===== src/rtl/pwm_gen_pkg.sv =====
package pwm_gen_pkg;

  typedef enum logic [1:0] {
    ACT_KEEP   = 2'b00,
    ACT_TOGGLE = 2'b01,
    ACT_LOW    = 2'b10,
    ACT_HIGH   = 2'b11
  } act_e;

  typedef struct packed {
    logic cmpb;
    logic cmpa;
    logic load;
    logic zero;
  } events_t;

  localparam int ACT_W = 12;

  function automatic logic apply_act(input logic [1:0] code, input logic cur);
    case (act_e'(code))
      ACT_TOGGLE: return ~cur;
      ACT_LOW:    return 1'b0;
      ACT_HIGH:   return 1'b1;
      default:    return cur;
    endcase
  endfunction

endpackage


===== src/rtl/pwm_gen_counter.sv =====
module pwm_gen_counter
  import pwm_gen_pkg::*;
#(
  parameter int CNT_W = 16
) (
  input  logic             clk,
  input  logic             rst,
  input  logic             updown,
  input  logic             defer_upd,
  input  logic             sync_in,
  input  logic [CNT_W-1:0] load_in,
  input  logic [CNT_W-1:0] cmpa_in,
  input  logic [CNT_W-1:0] cmpb_in,
  output logic [CNT_W-1:0] cnt,
  output logic [CNT_W-1:0] act_load,
  output logic             slope_up,
  output events_t          ev
);
  localparam logic [CNT_W-1:0] ONE = CNT_W'(1);

  logic [CNT_W-1:0] act_a, act_b;
  logic             up_q;
  logic             take;

  always_comb begin
    ev.zero = (cnt == '0);
    ev.load = (cnt == act_load);
    ev.cmpa = (cnt == act_a);
    ev.cmpb = (cnt == act_b);
  end

  assign slope_up = updown & up_q;
  assign take     = ~defer_upd | ev.zero;

  always_ff @(posedge clk) begin
    if (rst) begin
      cnt      <= '0;
      up_q     <= 1'b1;
      act_load <= '0;
      act_a    <= '0;
      act_b    <= '0;
    end else begin
      if (take) begin
        act_load <= load_in;
        act_a    <= cmpa_in;
        act_b    <= cmpb_in;
      end
      if (sync_in) begin
        cnt  <= '0;
        up_q <= 1'b1;
      end else if (!updown) begin
        cnt <= ev.zero ? load_in : cnt - ONE;
      end else if (act_load == '0) begin
        cnt  <= '0;
        up_q <= 1'b1;
      end else if (up_q) begin
        if (cnt >= act_load) begin
          cnt  <= cnt - ONE;
          up_q <= 1'b0;
        end else begin
          cnt <= cnt + ONE;
        end
      end else if (ev.zero) begin
        cnt  <= ONE;
        up_q <= 1'b1;
      end else begin
        cnt <= cnt - ONE;
      end
    end
  end

endmodule


===== src/rtl/pwm_gen_action.sv =====
module pwm_gen_action
  import pwm_gen_pkg::*;
(
  input  logic             clk,
  input  logic             rst,
  input  events_t          ev,
  input  logic             slope_up,
  input  logic [ACT_W-1:0] cfg,
  output logic             sig
);
  logic [1:0] code;

  always_comb begin
    if (ev.cmpb)      code = slope_up ? cfg[9:8] : cfg[11:10];
    else if (ev.cmpa) code = slope_up ? cfg[5:4] : cfg[7:6];
    else if (ev.load) code = cfg[3:2];
    else if (ev.zero) code = cfg[1:0];
    else              code = ACT_KEEP;
  end

  always_ff @(posedge clk) begin
    if (rst) sig <= 1'b0;
    else     sig <= apply_act(code, sig);
  end

endmodule


===== src/rtl/pwm_gen_deadband.sv =====
module pwm_gen_deadband #(
  parameter int DB_W = 12
) (
  input  logic            clk,
  input  logic            rst,
  input  logic            db_en,
  input  logic [DB_W-1:0] rise_dly,
  input  logic [DB_W-1:0] fall_dly,
  input  logic            in_a,
  input  logic            in_b,
  output logic            out_t,
  output logic            out_c
);
  localparam logic [DB_W-1:0] SAT = '1;
  localparam logic [DB_W-1:0] ONE = DB_W'(1);

  logic [DB_W-1:0] hi_cnt, lo_cnt;

  always_ff @(posedge clk) begin
    if (rst) begin
      hi_cnt <= '0;
      lo_cnt <= '0;
      out_t  <= 1'b0;
      out_c  <= 1'b0;
    end else begin
      hi_cnt <= in_a  ? ((hi_cnt == SAT) ? SAT : hi_cnt + ONE) : '0;
      lo_cnt <= !in_a ? ((lo_cnt == SAT) ? SAT : lo_cnt + ONE) : '0;
      if (db_en) begin
        out_t <= in_a  && (hi_cnt >= rise_dly);
        out_c <= !in_a && (lo_cnt >= fall_dly);
      end else begin
        out_t <= in_a;
        out_c <= in_b;
      end
    end
  end

endmodule


===== src/rtl/pwm_gen.sv =====
module pwm_gen
  import pwm_gen_pkg::*;
#(
  parameter int CNT_W = 16,
  parameter int DB_W  = 12
) (
  input  logic             clk,
  input  logic             rst,
  input  logic             updown,
  input  logic             defer_upd,
  input  logic             sync_in,
  input  logic [CNT_W-1:0] load_val,
  input  logic [CNT_W-1:0] cmpa_val,
  input  logic [CNT_W-1:0] cmpb_val,
  input  logic [ACT_W-1:0] act_cfg_a,
  input  logic [ACT_W-1:0] act_cfg_b,
  input  logic             db_en,
  input  logic [DB_W-1:0]  db_rise,
  input  logic [DB_W-1:0]  db_fall,
  input  logic [1:0]       out_en,
  input  logic [1:0]       out_inv,
  input  logic             fault_in,
  input  logic             stall_in,
  input  logic [1:0]       safe_val,
  output logic             pwm_a,
  output logic             pwm_b,
  output logic             ev_zero,
  output logic             ev_load,
  output logic             ev_cmpa,
  output logic             ev_cmpb
);
  localparam int NCH = 2;

  logic [CNT_W-1:0]           cnt, act_load;
  logic                       slope_up;
  events_t                    ev, ev_q;
  logic [NCH-1:0]             sig;
  logic [NCH-1:0][ACT_W-1:0]  cfgs;
  logic                       db_t, db_c;
  logic [NCH-1:0]             out_q;

  assign cfgs = {act_cfg_b, act_cfg_a};

  pwm_gen_counter #(.CNT_W(CNT_W)) cnt_i (
    .clk(clk), .rst(rst), .updown(updown), .defer_upd(defer_upd),
    .sync_in(sync_in), .load_in(load_val), .cmpa_in(cmpa_val),
    .cmpb_in(cmpb_val), .cnt(cnt), .act_load(act_load),
    .slope_up(slope_up), .ev(ev)
  );

  for (genvar i = 0; i < NCH; i++) begin : g_ch
    pwm_gen_action act_i (
      .clk(clk), .rst(rst), .ev(ev), .slope_up(slope_up),
      .cfg(cfgs[i]), .sig(sig[i])
    );
  end

  pwm_gen_deadband #(.DB_W(DB_W)) db_i (
    .clk(clk), .rst(rst), .db_en(db_en), .rise_dly(db_rise),
    .fall_dly(db_fall), .in_a(sig[0]), .in_b(sig[1]),
    .out_t(db_t), .out_c(db_c)
  );

  always_ff @(posedge clk) begin
    if (rst) begin
      out_q <= '0;
      ev_q  <= '0;
    end else begin
      ev_q <= ev;
      if (fault_in || stall_in) out_q <= safe_val;
      else                      out_q <= out_en & ({db_c, db_t} ^ out_inv);
    end
  end

  assign pwm_a   = out_q[0];
  assign pwm_b   = out_q[1];
  assign ev_zero = ev_q.zero;
  assign ev_load = ev_q.load;
  assign ev_cmpa = ev_q.cmpa;
  assign ev_cmpb = ev_q.cmpb;

endmodule


===== config.mk =====
export PLATFORM = sky130hd
export DESIGN_NAME = pwm_gen
export DESIGN_NICKNAME = d
export VERILOG_FILES = /design/src/rtl/pwm_gen_pkg.sv /design/src/rtl/pwm_gen_counter.sv /design/src/rtl/pwm_gen_action.sv /design/src/rtl/pwm_gen_deadband.sv /design/src/rtl/pwm_gen.sv
export SDC_FILE = /design/constraint.sdc
export NUM_CORES = 1
export LEC_CHECK = 0
export CAP_MARGIN = 20
export CORE_UTILIZATION = 50
export DETAILED_ROUTE_END_ITERATION = 16
export HOLD_SLACK_MARGIN = 0.02
export PLACE_DENSITY = 0.87
export SYNTH_ARGS = -nofsm -noshare
export SYNTH_HDL_FRONTEND = slang
export SYNTH_HIERARCHICAL = 1
export SYNTH_SLANG_ARGS = --single-unit

===== constraint.sdc =====
create_clock -name clk -period 5.8 [get_ports clk]
set_input_delay 1.74 -clock clk [delete_from_list [all_inputs] [get_ports clk]]
set_output_delay 1.74 -clock clk [all_outputs]
set_load 0.03 [all_outputs]

==> out/metrics.yaml <==
outcome:
  status: "complete, no violations"
layout:
  final_cell_mix: "133 x nand2_1, 114 x clkdlybuf4s50_1, 99 x dfxtp_1"
  n_antenna_cell: 0
  nets: 1017
  mostFrequentLayoutCell: "nand2_1"
  fillers: 1006
  syn_to_final_growth_pct: 23.7
  register_area_um2: 1980
  multi_input_area_um2: 3760
  layout-drive-gt1-share_pct: 4.97
  final_util_pct: 63.3
clocking:
  clkLatencyLatePin_ns: 0.35
  cts_root_buf: "clkbuf_16"
  clock_sinks: 99
  htree_levels: 3
  cts_setup_buffers: 0
  hold_buffers: 0
  cts.clk_slew.worst_paths_ns: 0.06
  clock_path_buffers: 2
  cts_resized: 0
  numCtsBuffers: 9
  cts_tree: "done"
synthesis:
  synth-seq-cells: 99
  synth_async_sr_flop_share_pct: 0
  synth_top_area_share_pct: 32.2
  ys_top_cells_by_area: "dfxtp_1 32%, ha_1 9.2%, xnor2_1 8.7%"
  synth_edf_count: 0
  synthesis.nets: 930
  yosysUniqueCellTypes: 61
  ys_seq_area_share_pct: 32.2
  yosysWarnings: 6
  synth-main-ff-cell: "dfxtp_1"
  postSynthCellCount: 775
  synth_area_per_cell_um2: 7.94
  synth_top_area_cell: "dfxtp_1"
  syn_area_um2: 6150
placement:
  io_buffers: 115
  routabilityCongestion: 0.877
  dp_hpwl_um: 11800
worst_hold_path:
  whs_path_depth: 2
  min_path_type: "reg2reg"
detailed_routing:
  first_iter_violations: 341
  firstDrtPassIters: 5
  wire_per_inst_um: 15.2
  antenna_left: 0
  postRouteWirelength_um: 15400
  vias: 5726
  drc: 0
  via_per_inst: 5.65
critical_path:
  crit_type: "in2reg"
  cp.depth: 5
  cp.arrival_ns: 3.65
  crit_path_max_incr_delay_ns: 0.58
  startpoint_type: "input port"
  end_kind: "register"
  crit_family: "simple AND/OR/NAND/NOR gates"
  worstPathMaxFanout: 13
  worst-path-buf-inv: 1
  required_ns: 6.08
  slowest_stage: "clkdlybuf4s50_1"
  worstRegToRegCells: 8
  cp_cell_sequence: "clkdlybuf4s50_1 > and2_1 > and3_1 > a22oi_1 > o21ai_0"
grt:
  antenna_found_initial: 0
  grt.total_usage_pct: 24.6
  grt_pass1_vias: 5323
  grt_overflow_total: 0
  grt_max_degree: 49
  grt_pass1_wl_um: 24800
die:
  die_w_um: 113
  initial_core_util_pct: 51.2
  die-area_um2: 12700
  coreArea_um2: 12000
  dieHeight_um: 113
  num_rows: 40
  pin_count: 116
pwr:
  combPwrFrac_pct: 52.6
  power_frac_seq_pct: 30.0
  p_clk_share_pct: 17.4
  power_density_nw_per_um2: 462
  p_sw_uw: 1540
  p_sw_share_pct: 43.8
  power.leakage_uw: 0.00300
  ir_worst_vdd_mv: 0.263
  p_int_uw: 1980
sta:
  slew_violations: 0
  min_period_over_period_pct: 58.1
  rsz0062_at_grt: "false"
  setup_viol_count_final: 0
  skew_ns: 0.00591
  hold_viol_final: 0
  setup_tns_ns: 0
  whs_ns: 0.462
  finalCriticalPeriod_ns: 3.37
  fmax_mhz: 297
  worstMarginPinSlew_ns: 0.946
  slew_headroom_pct: 36.7
run:
  drv_cap: 0
-- worst paths after layout --
path / startpoint / to / slack (ns)
min: cnt_i/act_b[11]$_SDFFE_PP0P_ / cnt_i/act_b[11]$_SDFFE_PP0P_ / 0.46
max: updown / cnt_i/cnt[14]$_SDFF_PP0_ / 2.43
min reg2reg: cnt_i/act_b[11]$_SDFFE_PP0P_ / cnt_i/act_b[11]$_SDFFE_PP0P_ / 0.46
max reg2reg: cnt_i/cnt[5]$_SDFF_PP0_ / cnt_i/cnt[15]$_SDFF_PP0_ / 2.51
-- state kept, by name, indices dropped and copies added (netlist names), 2 cells and up --
signal          count
out_q               2
db_i/lo_cnt        12
g_ch.act_i/sig      2
cnt_i/act_b        16
cnt_i/act_load     16
db_i/hi_cnt        12
cnt_i/act_a        16
cnt_i/cnt          16
-- power by group through the flow --
stage | combinational [uW] | clock, uW | sequential, uW
floorplan | 1580 | 0 | 915
global placement | 1770 | 0 | 1060
detailed placement | 1820 | 0 | 1060
CTS | 1830 | 620 | 1050
global route | 2060 | 641 | 1070
finish | 1850 | 611 | 1050
-- per-layer routing --
metal  up-vias  GRT usage, %  share of wire, %
met5         -             0                 0
met4         0          8.95               2.4
met3        29          5.84               6.8
met2       204          43.0                49
met1      2643          29.5                42
li1       2850             -                 -
-- stage by stage --
| stage | std cells | power (uW) | area [um2] | worst slack (ns) |
|---|---|---|---|---|
| global placement | 998 | 2830 | 7310 | 2.14 |
| global route | 1013 | 3770 | 7610 | 2.26 |
| finish | 1013 | 3510 | 7610 | 2.43 |
| floorplan | 775 | 2500 | 6150 | 2.82 |
| detailed placement | 998 | 2880 | 7310 | 2.10 |
| CTS | 1013 | 3490 | 7610 | 2.46 |
-- cell usage after synthesis, types with 12 or more instances --
master and count:
nand2_1 133, dfxtp_1 99, a21oi_1 93, xnor2_1 61
inv_1 52, nor2_1 47, ha_1 45, clkbuf_1 26
nand4_1 24, mux2i_1 15, nor3_1 15, o21ai_0 15
buf_2 14, nand3_1 14, xor2_1 12
-- cells by family (layout without fill, tap and decap cells) --
kind of cell | after synthesis | count (layout) | synth area share [%]
and+or+nand+nor | 284 | 284 | 22.4
muxes | 15 | 15 | 2.44
buffers and inverters | 96 | 187 | 6.63
xor gates and xnor gates | 73 | 73 | 10.4
adders and majority gates | 45 | 45 | 9.16
DFF | 99 | 99 | 32.2
AOI/OAI and AO/OA | 163 | 163 | 16.7
-- area by class of cell --
cell class              instances  share of cell area, %
clock buffers                  11                   3.32
inverters                      52                   2.57
clock inverters                 4                  0.641
well taps                     147                   2.42
repair buffers                120                   15.6
multi-input cells             580                   49.4
flip-flops and latches         99                   26.0
-- worst register-to-register path: cells and delay by family, from the launching register on --
kind | cells | cell delay (ns)
simple gates | 2 | 1.33
flops | 1 | 0.69
compound gates | 4 | 0.62
fa+ha+maj | 1 | 0.35
mux | 1 | 0.18
Power figures use the tool's default switching activity.
